===== src/rtl/spim_pkg.sv =====
package spim_pkg;
   localparam logic [7:0] OFS_CTRL = 8'h00;
   localparam logic [7:0] OFS_DATA = 8'h04;
   localparam logic [7:0] OFS_DIV  = 8'h08;

   localparam int B_CPHA  = 2;
   localparam int B_CPOL  = 3;
   localparam int B_CLRTX = 4;
   localparam int B_CLRRX = 5;
   localparam int B_GPOL  = 6;
   localparam int B_ACT   = 7;
   localparam int B_IEDN  = 9;
   localparam int B_IERX  = 10;
   localparam int B_RDEN  = 12;
   localparam int B_LPOL  = 21;

   typedef enum logic [1:0] {ENG_IDLE, ENG_SHIFT, ENG_GAP} eng_state_e;
endpackage


===== src/rtl/spim_fifo.sv =====
module spim_fifo #(
   parameter int WIDTH = 8,
   parameter int DEPTH = 16
) (
   input  logic                       clk,
   input  logic                       rst_n,
   input  logic                       clr,
   input  logic                       push,
   input  logic                       pop,
   input  logic [WIDTH-1:0]           din,
   output logic [WIDTH-1:0]           dout,
   output logic [$clog2(DEPTH+1)-1:0] count,
   output logic                       empty,
   output logic                       full
);
   localparam int AW = $clog2(DEPTH);
   localparam int CW = $clog2(DEPTH+1);

   generate
      if ((DEPTH < 2) || ((DEPTH & (DEPTH - 1)) != 0)) begin : g_bad_depth
         $error("spim_fifo: DEPTH must be a power of two and at least 2");
      end
   endgenerate

   logic [WIDTH-1:0] mem [DEPTH];
   logic [AW-1:0]    wp, rp;
   logic             do_push, do_pop;

   assign empty   = (count == '0);
   assign full    = (count == CW'(DEPTH));
   assign do_push = push && !full;
   assign do_pop  = pop && !empty;
   assign dout    = mem[rp];

   always_ff @(posedge clk) begin
      if (do_push) mem[wp] <= din;
   end

   always_ff @(posedge clk or negedge rst_n) begin
      if (!rst_n) begin
         wp <= '0; rp <= '0; count <= '0;
      end else if (clr) begin
         wp <= '0; rp <= '0; count <= '0;
      end else begin
         if (do_push) wp <= wp + AW'(1);
         if (do_pop)  rp <= rp + AW'(1);
         count <= count + CW'(do_push) - CW'(do_pop);
      end
   end
endmodule


===== src/rtl/spim_engine.sv =====
module spim_engine #(
   parameter int WORD_W = 8
) (
   input  logic              clk,
   input  logic              rst_n,
   input  logic              ta,
   input  logic              cpol,
   input  logic              cpha,
   input  logic [15:0]       div,
   input  logic              tx_valid,
   input  logic [WORD_W-1:0] tx_data,
   input  logic              din,
   output logic              tx_pop,
   output logic              rx_push,
   output logic [WORD_W-1:0] rx_data,
   output logic              sclk,
   output logic              mosi,
   output logic              busy
);
   import spim_pkg::*;

   localparam int STEPS = 2 * WORD_W;
   localparam int HPW   = $clog2(STEPS);
   localparam logic [HPW-1:0] LAST = HPW'(STEPS - 1);

   generate
      if (WORD_W < 2 || WORD_W > 32) begin : g_bad_word
         $error("spim_engine: WORD_W out of range");
      end
   endgenerate

   eng_state_e        st;
   logic [HPW-1:0]    hp;
   logic [15:0]       cnt, half_m1;
   logic [WORD_W-1:0] txsr, rxsr;
   logic              tick, gap_end, start, smp, shf;

   always_comb begin
      if (div == 16'd0)             half_m1 = 16'd32767;
      else if (div[15:1] == 15'd0)  half_m1 = 16'd0;
      else                          half_m1 = {1'b0, div[15:1]} - 16'd1;
   end

   assign tick    = (cnt == 16'd0);
   assign gap_end = (st == ENG_GAP) && tick && hp[0];
   assign start   = ((st == ENG_IDLE) || gap_end) && ta && tx_valid;
   assign smp     = (st == ENG_SHIFT) && tick && (hp[0] == cpha);
   assign shf     = (st == ENG_SHIFT) && tick && (hp[0] != cpha) && !(cpha && hp == '0);
   assign rx_push = (st == ENG_SHIFT) && tick && (hp == LAST);
   assign rx_data = cpha ? {rxsr[WORD_W-2:0], din} : rxsr;
   assign tx_pop  = start;
   assign sclk    = (st == ENG_SHIFT) ? (cpol ^ hp[0]) : cpol;
   assign mosi    = txsr[WORD_W-1];
   assign busy    = (st != ENG_IDLE);

   always_ff @(posedge clk or negedge rst_n) begin
      if (!rst_n) begin
         st   <= ENG_IDLE;
         hp   <= '0;
         cnt  <= '0;
         txsr <= '0;
         rxsr <= '0;
      end else begin
         if (smp) rxsr <= {rxsr[WORD_W-2:0], din};
         if (shf) txsr <= {txsr[WORD_W-2:0], 1'b0};
         if (start) begin
            st   <= ENG_SHIFT;
            hp   <= '0;
            cnt  <= half_m1;
            txsr <= tx_data;
         end else begin
            case (st)
               ENG_SHIFT: begin
                  if (tick) begin
                     cnt <= half_m1;
                     if (hp == LAST) begin
                        st <= ENG_GAP;
                        hp <= '0;
                     end else begin
                        hp <= hp + HPW'(1);
                     end
                  end else begin
                     cnt <= cnt - 16'd1;
                  end
               end
               ENG_GAP: begin
                  if (tick) begin
                     cnt <= half_m1;
                     if (hp[0]) st <= ENG_IDLE;
                     else       hp <= hp + HPW'(1);
                  end else begin
                     cnt <= cnt - 16'd1;
                  end
               end
               default: ;
            endcase
         end
      end
   end
endmodule


===== src/rtl/spim_ctrl.sv =====
module spim_ctrl #(
   parameter int DEPTH   = 16,
   parameter int RX_NEED = 12,
   parameter int NUM_CS  = 3
) (
   input  logic              clk,
   input  logic              rst_n,
   input  logic              bus_wr,
   input  logic              bus_rd,
   input  logic [7:0]        bus_addr,
   input  logic [31:0]       bus_wdata,
   output logic [31:0]       bus_rdata,
   output logic              irq,
   output logic              sclk,
   output logic              mosi,
   output logic              mosi_oe,
   input  logic              mosi_in,
   input  logic              miso,
   output logic [NUM_CS-1:0] cs_o
);
   import spim_pkg::*;

   localparam int WORD_W = 8;
   localparam int CW     = $clog2(DEPTH + 1);

   generate
      if (NUM_CS < 1 || NUM_CS > 3) begin : g_bad_cs
         $error("spim_ctrl: NUM_CS must be 1 to 3");
      end
      if (RX_NEED < 1 || RX_NEED > DEPTH) begin : g_bad_need
         $error("spim_ctrl: RX_NEED must lie within the FIFO depth");
      end
   endgenerate

   logic [1:0]  sel_q;
   logic        cpha_q, cpol_q, cspol_q, ta_q, intd_q, intr_q, ren_q;
   logic [2:0]  lpol_q;
   logic [15:0] div_q;

   logic wr_ctrl, wr_div, clr_tx, clr_rx, tx_push, rx_pop;
   logic tx_empty, tx_full, rx_empty, rx_full, rx_need, done;
   logic eng_busy, tx_pop, rx_push;
   logic [CW-1:0]     tx_cnt, rx_cnt;
   logic [WORD_W-1:0] tx_head, rx_head, rx_word;

   assign wr_ctrl = bus_wr && (bus_addr == OFS_CTRL);
   assign wr_div  = bus_wr && (bus_addr == OFS_DIV);
   assign tx_push = bus_wr && (bus_addr == OFS_DATA);
   assign rx_pop  = bus_rd && (bus_addr == OFS_DATA);
   assign clr_tx  = wr_ctrl && bus_wdata[B_CLRTX];
   assign clr_rx  = wr_ctrl && bus_wdata[B_CLRRX];

   always_ff @(posedge clk or negedge rst_n) begin
      if (!rst_n) begin
         sel_q <= '0; cpha_q <= 1'b0; cpol_q <= 1'b0; cspol_q <= 1'b0;
         ta_q <= 1'b0; intd_q <= 1'b0; intr_q <= 1'b0; ren_q <= 1'b0;
         lpol_q <= '0; div_q <= '0;
      end else begin
         if (wr_ctrl) begin
            sel_q   <= bus_wdata[1:0];
            cpha_q  <= bus_wdata[B_CPHA];
            cpol_q  <= bus_wdata[B_CPOL];
            cspol_q <= bus_wdata[B_GPOL];
            ta_q    <= bus_wdata[B_ACT];
            intd_q  <= bus_wdata[B_IEDN];
            intr_q  <= bus_wdata[B_IERX];
            ren_q   <= bus_wdata[B_RDEN];
            lpol_q  <= bus_wdata[B_LPOL+2:B_LPOL];
         end
         if (wr_div) div_q <= bus_wdata[15:0];
      end
   end

   spim_fifo #(.WIDTH(WORD_W), .DEPTH(DEPTH)) u_txf (
      .clk(clk), .rst_n(rst_n), .clr(clr_tx), .push(tx_push), .pop(tx_pop),
      .din(bus_wdata[WORD_W-1:0]), .dout(tx_head), .count(tx_cnt),
      .empty(tx_empty), .full(tx_full));

   spim_fifo #(.WIDTH(WORD_W), .DEPTH(DEPTH)) u_rxf (
      .clk(clk), .rst_n(rst_n), .clr(clr_rx), .push(rx_push), .pop(rx_pop),
      .din(rx_word), .dout(rx_head), .count(rx_cnt),
      .empty(rx_empty), .full(rx_full));

   spim_engine #(.WORD_W(WORD_W)) u_eng (
      .clk(clk), .rst_n(rst_n), .ta(ta_q), .cpol(cpol_q), .cpha(cpha_q),
      .div(div_q), .tx_valid(!tx_empty), .tx_data(tx_head),
      .din(ren_q ? mosi_in : miso), .tx_pop(tx_pop), .rx_push(rx_push),
      .rx_data(rx_word), .sclk(sclk), .mosi(mosi), .busy(eng_busy));

   assign rx_need = (rx_cnt >= CW'(RX_NEED));
   assign done    = ta_q && tx_empty && !eng_busy;
   assign irq     = (intd_q && done) || (intr_q && rx_need);
   assign mosi_oe = !ren_q;

   for (genvar i = 0; i < NUM_CS; i++) begin : g_cs
      logic hit, pol;
      assign hit     = (sel_q == 2'(i));
      assign pol     = lpol_q[i] | (cspol_q & hit);
      assign cs_o[i] = (ta_q && hit) ? pol : !pol;
   end

   always_comb begin
      bus_rdata = '0;
      case (bus_addr)
         OFS_CTRL: bus_rdata = {8'd0, lpol_q, rx_full, rx_need, !tx_full, !rx_empty,
                                done, 3'd0, ren_q, 1'b0, intr_q, intd_q, 1'b0,
                                ta_q, cspol_q, 2'd0, cpol_q, cpha_q, sel_q};
         OFS_DATA: bus_rdata = {24'd0, rx_head};
         OFS_DIV:  bus_rdata = {16'd0, div_q};
         default:  bus_rdata = '0;
      endcase
   end
endmodule


===== config.mk =====
export PLATFORM = sky130hd
export DESIGN_NAME = spim_ctrl
export DESIGN_NICKNAME = d
export VERILOG_FILES = /design/src/rtl/spim_pkg.sv /design/src/rtl/spim_fifo.sv /design/src/rtl/spim_engine.sv /design/src/rtl/spim_ctrl.sv
export SDC_FILE = /design/constraint.sdc
export NUM_CORES = 1
export LEC_CHECK = 0
export ABC_AREA = 1
export BUFFER_PORTS_ARGS = -buffer_cell sky130_fd_sc_hd__buf_2
export CORE_MARGIN = 5
export CORE_UTILIZATION = 35
export DETAILED_ROUTE_END_ITERATION = 6
export SLEW_MARGIN = 20
export SYNTH_ARGS = -nofsm -noshare
export SYNTH_HDL_FRONTEND = slang
export SYNTH_SLANG_ARGS = --single-unit

===== constraint.sdc =====
create_clock -name clk -period 3.5 [get_ports clk]
set_input_delay 0.35 -clock clk [delete_from_list [all_inputs] [get_ports clk]]
set_output_delay 0.35 -clock clk [all_outputs]
set_load 0.05 [all_outputs]

==> impl_metrics.py, run 1 <==
metrics = {
    "worst_setup_path": {
        "worstPathMaxFanout": 25,
        "rr_worst_depth": 18,
        "end_kind": "primary output",
        "endpoint": "bus_rdata[5]",
        "critPathLaunchType": "flip-flop",
        "required_ns": 3.15,
        "ff2ff_setup_slack_ns": 0.50,
        "crit_start": "u_rxf.rp[1]",
        "reg2reg_from": "u_eng.cnt[0]",
        "reg2reg_to": "u_txf.count[4]",
        "cp.arrival_ns": 2.85,
        "path_class": "reg2out",
    },
    "flow_run": {
        "maxCapViolations": 0,
    },
    "detailed_routing": {
        "via_per_inst": 5.01,
        "routed_wl_um": 40500,
        "vias": 11900,
        "first_pass_iters": 5,
        "ant_nets": 0,
        "route.detailed.drc": 0,
        "drt_iter0_drc": 947,
        "wl_per_cell_um": 17.1,
    },
    "finish": {
        "seq_area_sq_um": 9990,
        "multi_input_area_sq_um": 5470,
        "nets": 1817,
        "drive_above_1_share_pct": 11.8,
        "areaGrowthSynthToFinish_pct": 14.6,
        "nFillCells": 4469,
        "final_util_pct": 40.4,
        "n_antenna_cell": 0,
        "stdcell_area_sq_um": 18700,
    },
    "yosys": {
        "synth_common_cells": "nand2_1, edfxtp_1, nor2_1, o21ai_0, nand3_1",
        "synth_cell_type_count": 47,
        "synth_top_area_share_pct": 47.0,
        "synth_most_common_cell": "nand2_1",
        "syn_inst": 1649,
        "ys_seq_elements": 348,
        "synth_area_sq_um": 16400,
        "synth_area_leader_cell": "edfxtp_1",
        "synth_edf_count": 256,
        "syn_avg_cell_area_sq_um": 9.92,
        "ys_top_cells_by_area": "edfxtp_1, dfrtp_1, nand2_1, nor2_1, o21ai_0",
        "synthMuxAreaShare_pct": 0.130,
        "yosysWarningCount": 0,
        "yosys_most_used_dff": "edfxtp_1",
        "yosys.area_share.adder_pct": 2.77,
        "yosysSeqAreaShare_pct": 61.1,
        "synthSimpleGateAreaFrac_pct": 18.9,
        "synth_xor_area_share_pct": 1.34,
        "synth_top_family_by_area": "simple AND/OR/NAND/NOR gates",
        "synth_compound_area_share_pct": 10.1,
        "synthArstFlopShare_pct": 26.4,
    },
    "timing": {
        "setup_viol": 0,
        "relSlewSlack_pct": 35.2,
        "worst_slack_ns": 0.302,
        "rsz0062_at_grt": "false",
        "timing.setup.tns_ns": 0,
        "worstMarginPinSlew_ns": 0.969,
        "finClkSkew_ns": 0.0344,
        "timing.final.crit_share_pct": 91.4,
        "fmax_mhz": 313,
        "final-max-slew-violation-count": 0,
        "period_needed_ns": 3.20,
        "final-hold-violation-count": 0,
    },
    "cts": {
        "cts_setup_buffers": 0,
        "cts_made_buffers": 39,
        "cts-root-buf": "clkbuf_16",
        "cts_tree": "yes",
        "cts_buffer_depth": 3,
        "cts_resized": 0,
        "cts_max_level": 2,
        "cts.sinks": 348,
        "clk_latency_ns": 0.56,
        "path_clk_slew_ns": 0.06,
        "hold_buffers": 4,
    },
    "global_routing": {
        "antenna_found_initial": 0,
        "grt_pass1_wl_um": 64000,
        "track_usage_pct": 15.7,
        "grt_max_degree": 75,
        "first_global_vias": 11500,
        "grt_overflow_total": 0,
    },
    "placed_design": {
        "place_congestion": 0.881,
        "placed_cell_area_sq_um": 17500,
        "place_hpwl_um": 26500,
        "port_buffers": 63,
        "preCtsSetupSlack_ns": 0.504,
    },
    "die": {
        "die_area_sq_um": 51100,
        "rows": 79,
        "fp.dieH_um": 226,
        "core-area_sq_um": 46400,
        "num_io_pins": 85,
        "start_util_pct": 35.3,
        "die_x_um": 226,
    },
    "worst_hold_path": {
        "holdCritPathClass": "in2reg",
        "hold_depth": 3,
    },
    "pwr": {
        "leakage_nw": 7.50,
        "ir_worst_vdd_uv": 392,
        "p_per_area_nw_per_um2": 638,
    },
    "outcome": {
        "outcome": "finished clean",
    },
}
-- layer usage --
| layer | up-vias | global-route usage (%) | part of all wire [%] |
|---|---|---|---|
| met3 | 53 | 2.98 | 6.2 |
| met4 | 0 | 4.17 | 2.2 |
| met5 | - | 0 | 0 |
| met2 | 323 | 24.9 | 45 |
| li1 | 5791 | - | - |
| met1 | 5712 | 22.4 | 47 |
-- logic make-up (layout without fill, tap and decap cells) --
group           Yosys count  count (layout)
flops                   348             348
xor+xnor                 25              25
simple gates            722             722
fa+ha+maj                35              35
buf+inv                 216             326
other cells               1               8
compound gates          300             300
mux                       2               2
-- per-stage QoR --
step | instances | power [mW] | hold WS, ns
2_1_floorplan | 1656 | 7.36 | 0.0544
3_3_place_gp | 2298 | 8.08 | 0.466
5_1_grt | 2373 | 12.7 | 0.0359
6_report | 2373 | 12.0 | 0.0524
3_5_place_dp | 2298 | 8.16 | 0.481
4_1_cts | 2373 | 12.1 | 0.0329
-- sequential cells by signal (all words and copies together), names as in the netlist, 5 cells and up --
signal	cells
div_q	16
u_txf.mem	128
u_rxf.count	5
u_txf.count	5
u_eng.txsr	8
u_eng.rxsr	8
u_eng.cnt	16
u_rxf.mem	128
-- placed cells by master, fill, tap and decap left out, types with 4 or more instances in the layout --
master           n
nand2_1        280
edfxtp_1       256
nor2_1         251
o21ai_0        182
nand3_1        129
inv_1          127
dfrtp_1         90
buf_2           62
buf_4           50
clkbuf_16       39
ha_1            33
o22ai_1         31
o211ai_1        31
a21oi_1         30
xor2_1          16
nand3b_1        14
clkinv_1        13
o21ai_1         11
xnor2_1          9
clkbuf_1         9
nor2_2           8
conb_1           8
nand2_2          7
a22oi_1          7
nand4_1          7
inv_2            6
nor3_1           6
or2_2            5
clkinv_2         4
dlygate4sd3_1    4
-- area by class of cell --
cell class	count	area share, %
clock buffers	50	5.54
clock inverters	21	1.00
inverters	136	2.72
multi-input cells	1092	29.2
flip-flops and latches	348	53.3
well taps	607	4.05
repair buffers	119	4.15
-- power by group --
group	total [mW]	internal, mW	leakage (nW)	switching [mW]
Combinational	3.13	1.06	3.44	2.07
Clock	3.89	2.20	0.586	1.69
Sequential	4.94	4.69	3.47	0.255
-- worst min path at each step --
stage / from / end / slack (ns)
2_1_floorplan: rst_n / cpha_q / 0.05
3_3_place_gp: u_eng.txsr[0] / u_eng.txsr[0] / 0.47
3_5_place_dp: u_eng.rxsr[7] / u_eng.rxsr[7] / 0.48
4_1_cts: bus_wdata[8] / div_q[8] / 0.03
5_1_grt: bus_wdata[8] / div_q[8] / 0.04
6_report: bus_wdata[15] / div_q[15] / 0.05
-- critical path: stages, from the launching register on --
cell and delay, ns:
dfrtp_1 0.37, inv_1 0.67, o21ai_0 0.20, o22ai_1 0.30
nand2_1 0.09, nand3_1 0.09, nand3_1 0.09, o21ai_1 0.15
buf_2 0.31
Power figures use the tool's default switching activity.
==> run 2: changes to the inputs <==
ABC_CLOCK_PERIOD_IN_PS = 3500   (was not set)
RECOVER_POWER = 100   (was not set)
==> impl_metrics.py, run 2 (synthesis results as in run 1) <==
metrics = {
    "outcome": {
        "outcome": "complete, but fails checks",
        "violations": "max-capacitance violations, max-slew violations",
    },
    "timing": {
        "timing.final.crit_share_pct": 92.6,
        "period_needed_ns": 3.24,
        "timing.setup.tns_ns": 0,
        "setup_viol": 0,
        "worstMarginPinSlew_ns": 1.94,
        "fmax_mhz": 309,
        "finClkSkew_ns": 0.0334,
        "relSlewSlack_pct": -29.6,
        "rsz0062_at_grt": "false",
        "final-max-slew-violation-count": 75,
        "final-hold-violation-count": 0,
    },
    "worst_setup_path": {
        "required_ns": 3.15,
        "reg2reg_from": "u_eng.cnt[0]",
        "slowest_stage": "inv_1",
        "worstPathMaxFanout": 25,
        "worstPathCellList": "inv_1 -> o21ai_0 -> o22ai_1 -> nand2_1 -> nand3_1 -> nand3_1 -> o21ai_1 -> clkbuf_2",
        "reg2reg_to": "u_txf.count[4]",
        "rr_worst_depth": 18,
        "cp.arrival_ns": 2.89,
        "critPathLaunchType": "flip-flop",
        "path_common_cell": "nand3_1",
        "end_kind": "primary output",
        "path_class": "reg2out",
        "cpPeakStageDelay_ns": 0.68,
        "ff2ff_setup_slack_ns": 0.40,
    },
    "detailed_routing": {
        "route.detailed.drc": 0,
        "via_per_inst": 5.01,
        "vias": 11900,
        "drt_iter0_drc": 895,
        "first_pass_iters": 7,
        "wl_per_cell_um": 17.1,
        "ant_nets": 0,
        "routed_wl_um": 40600,
    },
    "pwr": {
        "p_per_area_nw_per_um2": 645,
        "total_power_mw": 11.9,
        "leakage_nw": 7.21,
        "ir_worst_vdd_uv": 359,
    },
    "placed_design": {
        "place_hpwl_um": 26500,
        "placed_cell_area_sq_um": 17500,
        "place_congestion": 0.881,
        "port_buffers": 63,
        "dp_cells": 2298,
    },
    "cts": {
        "cts_max_level": 2,
        "cts_buffer_depth": 3,
        "cts-root-buf": "clkbuf_16",
        "clk_latency_ns": 0.56,
        "cts.sinks": 348,
        "path_clk_slew_ns": 0.06,
        "cts_tree": "yes",
        "cts_made_buffers": 39,
    },
    "finish": {
        "fin_cells": 2373,
        "n_antenna_cell": 0,
        "areaGrowthSynthToFinish_pct": 13.1,
        "drive_above_1_share_pct": 7.08,
        "final_util_pct": 39.9,
        "nFillCells": 4538,
        "stdcell_area_sq_um": 18500,
        "reg.largest.list": "u_rxf.mem x128, u_txf.mem x128",
        "final_cell_mix": "nand2_1, nor2_1, edfxtp_1, o21ai_0, nand3_1",
        "nets": 1817,
        "final_common_cell": "nand2_1",
    },
    "die": {
        "fp.dieH_um": 226,
        "die_area_sq_um": 51100,
        "rows": 79,
        "die_x_um": 226,
        "num_io_pins": 85,
        "core-area_sq_um": 46400,
        "start_util_pct": 35.3,
    },
    "global_routing": {
        "first_global_vias": 11500,
        "grt_overflow_total": 0,
        "grt_pass1_wl_um": 64000,
        "track_usage_pct": 15.7,
        "antenna_found_initial": 0,
        "grt_max_degree": 75,
    },
    "worst_hold_path": {
        "worstHoldEndpoint": "div_q[15]",
        "holdCritPathClass": "in2reg",
        "hold_depth": 3,
        "hold_path.startpoint": "bus_wdata[15]",
    },
    "flow_run": {
        "maxCapViolations": 1,
    },
}
==> run 2: through the flow <==
| stage | hold WS (ns) | setup WS (ns) |
|---|---|---|
| after floorplan | 0.0544 | 0.496 |
| after CTS | 0.0329 | 0.282 |
| after global placement | 0.466 | 0.496 |
| final | 0.0537 | 0.260 |
| after detailed placement | 0.481 | 0.504 |
| after global routing | 0.0359 | 0.0933 |
==> run 2: per-layer routing <==
layer  track usage (%)  share of wire [%]
met2              24.9                 45
met5                 0                  0
met1              22.4                 47
met4              4.17                2.2
met3              2.98                6.5
==> run 2: final cells by class <==
type / instances / area (sq um) / share of cell area [%]
Clock buffer: 50 / 1040 / 5.61
Inverter: 136 / 510 / 2.76
Tap cell: 607 / 759 / 4.11
Timing Repair Buffer: 119 / 588 / 3.18
Multi-Input combinational cell: 1092 / 5420 / 29.3
Sequential cell: 348 / 9990 / 54.0
Clock inverter: 21 / 188 / 1.01
==> run 2: worst max-delay path: cells and delay by family, from the launching register on <==
kind                   cells  cell delay, ns
buffers and inverters      2            1.01
AOI/OAI and AO/OA          3            0.66
DFF                        1            0.37
and+or+nand+nor            3            0.26
==> run 2: what timing repair did <==
item	CTS	global route
hold buffers	4	0
buffers inserted	0	0
endpoints found under the hold margin	76	0
resized for setup	0	0
==> run 2: power breakdown <==
part / internal [mW] / total [mW] / switching [mW]
clock: 2.20 / 3.88 / 1.68
sequential: 4.69 / 4.95 / 0.255
combinational: 1.04 / 3.10 / 2.06
==> run 2: how the worst max path moves through the flow <==
stage	startpoint	endpoint	slack, ns	depth (start not counted)
final	u_rxf.rp[1]	bus_rdata[5]	0.26	8
after global routing	u_eng.cnt[0]	u_txf.count[4]	0.09	18
after CTS	u_rxf.rp[1]	bus_rdata[0]	0.28	8
after detailed placement	u_eng.cnt[0]	u_txf.count[4]	0.50	18
after global placement	u_eng.cnt[0]	u_txf.count[4]	0.50	18
after floorplan	u_eng.cnt[0]	u_txf.count[4]	0.50	19
==> run 3: changes to the inputs <==
==> constraint.sdc (replaced) <==
create_clock -name clk -period 3.5 [get_ports clk]
set_input_delay 0.35 -clock clk [delete_from_list [all_inputs] [get_ports clk]]
set_output_delay 0.35 -clock clk [all_outputs]
set_load 0.1 [all_outputs]
==> impl_metrics.py, run 3 (synthesis results as in run 1) <==
metrics = {
    "worst_setup_path": {
        "rr_worst_depth": 18,
        "reg2reg_from": "u_eng.cnt[0]",
        "required_ns": 3.15,
        "end_kind": "primary output",
        "reg2reg_to": "u_txf.count[4]",
        "critPathLaunchType": "flip-flop",
        "path_class": "reg2out",
        "cp.arrival_ns": 2.91,
        "ff2ff_setup_slack_ns": 0.39,
        "worstPathMaxFanout": 16,
    },
    "pwr": {
        "seqPwrFrac_pct": 40.4,
        "swShare_pct": 33.5,
        "combPwrFrac_pct": 25.4,
        "p_clk_share_pct": 34.2,
        "p_int_mw": 8.22,
        "p_sw_mw": 4.14,
        "total_power_mw": 12.4,
        "leakage_nw": 7.31,
        "ir_worst_vdd_uv": 564,
        "p_per_area_nw_per_um2": 662,
    },
    "die": {
        "num_io_pins": 85,
        "core-area_sq_um": 46400,
        "fp.dieH_um": 226,
        "die_area_sq_um": 51100,
        "rows": 79,
        "start_util_pct": 35.3,
        "die_x_um": 226,
    },
    "detailed_routing": {
        "via_per_inst": 5.02,
        "wl_per_cell_um": 17.2,
        "drt_iter0_drc": 915,
        "vias": 12000,
        "route.detailed.drc": 0,
        "first_pass_iters": 5,
        "routed_wl_um": 41000,
        "ant_nets": 0,
    },
    "global_routing": {
        "grt_overflow_total": 0,
        "first_global_vias": 11700,
        "antenna_found_initial": 0,
        "grt_max_degree": 74,
        "track_usage_pct": 16.1,
        "grt_pass1_wl_um": 65300,
    },
    "timing": {
        "period_needed_ns": 3.26,
        "final-hold-violation-count": 0,
        "worstMarginPinSlew_ns": 1.90,
        "final-max-slew-violation-count": 74,
        "rsz0062_at_grt": "false",
        "finClkSkew_ns": 0.0383,
        "timing.final.crit_share_pct": 93.2,
        "relSlewSlack_pct": -26.8,
        "timing.setup.tns_ns": 0,
        "setup_viol": 0,
        "fmax_mhz": 307,
    },
    "placed_design": {
        "dp_cells": 2305,
        "place_congestion": 0.865,
        "place_hpwl_um": 27000,
        "port_buffers": 63,
    },
    "outcome": {
        "violations": "max-capacitance violations, max-slew violations",
        "outcome": "complete, but fails checks",
    },
    "cts": {
        "cts_made_buffers": 40,
        "cts.sinks": 348,
        "path_clk_slew_ns": 0.06,
        "cts_setup_buffers": 0,
        "cts-root-buf": "clkbuf_16",
        "cts_buffer_depth": 3,
        "cts_max_level": 2,
        "clk_latency_ns": 0.59,
        "cts_tree": "yes",
    },
    "finish": {
        "nFillCells": 4519,
        "final_common_cell": "nand2_1",
        "areaGrowthSynthToFinish_pct": 14.1,
        "reg.largest.list": "u_rxf.mem x128, u_txf.mem x128",
        "drive_above_1_share_pct": 7.94,
        "final_cell_mix": "nand2_1, nor2_1, edfxtp_1, o21ai_0, nand3_1",
        "fin_cells": 2383,
        "nets": 1825,
        "n_antenna_cell": 0,
    },
    "flow_run": {
        "maxCapViolations": 1,
    },
    "worst_hold_path": {
        "holdCritPathClass": "in2reg",
        "worstHoldEndpoint": "div_q[15]",
        "hold_path.startpoint": "bus_wdata[15]",
        "hold_depth": 3,
    },
}
[run 3: metrics by stage]
stage / hold WS (ns) / worst slack (ns) / area [sq um] / utilization, %
floorplan: 0.0544 / 0.386 / 16400 / -
global placement: 0.468 / 0.475 / 17500 / 37.8
detailed placement: 0.475 / 0.493 / 17500 / 37.8
CTS: 0.0157 / 0.240 / 18900 / 40.8
global route: 0.0529 / 0.0375 / 18700 / 40.2
finish: 0.0450 / 0.239 / 18700 / 40.2
[run 3: worst max-delay path, cell delays in order (launching register included)]
cell	delay (ns)
dfrtp_1	0.69
buf_4	0.31
o21ai_0	0.11
o22ai_1	0.32
nand2_1	0.10
nand3_1	0.12
nand3_1	0.12
nand2_1	0.10
clkbuf_2	0.46
[run 3: power groups by stage]
| stage | combinational [mW] | clock, mW | sequential (mW) |
|---|---|---|---|
| 4_1_cts | 3.20 | 4.32 | 4.98 |
| 2_1_floorplan | 2.46 | 0 | 4.97 |
| 5_1_grt | 3.60 | 4.49 | 5.03 |
| 6_report | 3.14 | 4.23 | 4.99 |
| 3_5_place_dp | 3.18 | 0 | 5.06 |
| 3_3_place_gp | 3.11 | 0 | 5.05 |
[run 3: cell type report]
class                      instances  area (sq um)  area share (%)
clock buffer                      53          1100            5.90
clock inverter                    21           233            1.25
tap                              607           759            4.07
multi-input combinational       1092          5420            29.0
timing repair buffer             126           642            3.44
inverter                         136           510            2.74
sequential                       348          9990            53.6
[run 3: worst max path at each step]
stage	start	endpoint	slack, ns	cells after the start
6_report	u_rxf.rp[1]	bus_rdata[7]	0.24	8
5_1_grt	u_rxf.rp[1]	bus_rdata[4]	0.04	10
4_1_cts	u_rxf.rp[1]	bus_rdata[7]	0.24	8
3_5_place_dp	u_eng.cnt[0]	u_txf.count[4]	0.49	18
3_3_place_gp	u_eng.cnt[0]	u_txf.count[4]	0.47	18
2_1_floorplan	bus_addr[7]	bus_rdata[10]	0.39	7
[run 3: per-layer routing]
layer / global-route usage [%] / wire length, um / vias up
li1: - / - / 5814
met1: 23.0 / 19000 / 5748
met2: 25.0 / 18400 / 327
met3: 3.17 / 2420 / 71
met4: 5.03 / 1160 / 0
met5: 0 / 0 / -
[run 3: repair_timing]
| item | CTS | global route |
|---|---|---|
| hold buffers | 4 | 0 |
| resized for setup | 0 | 0 |
| endpoints found under the hold margin | 75 | 0 |
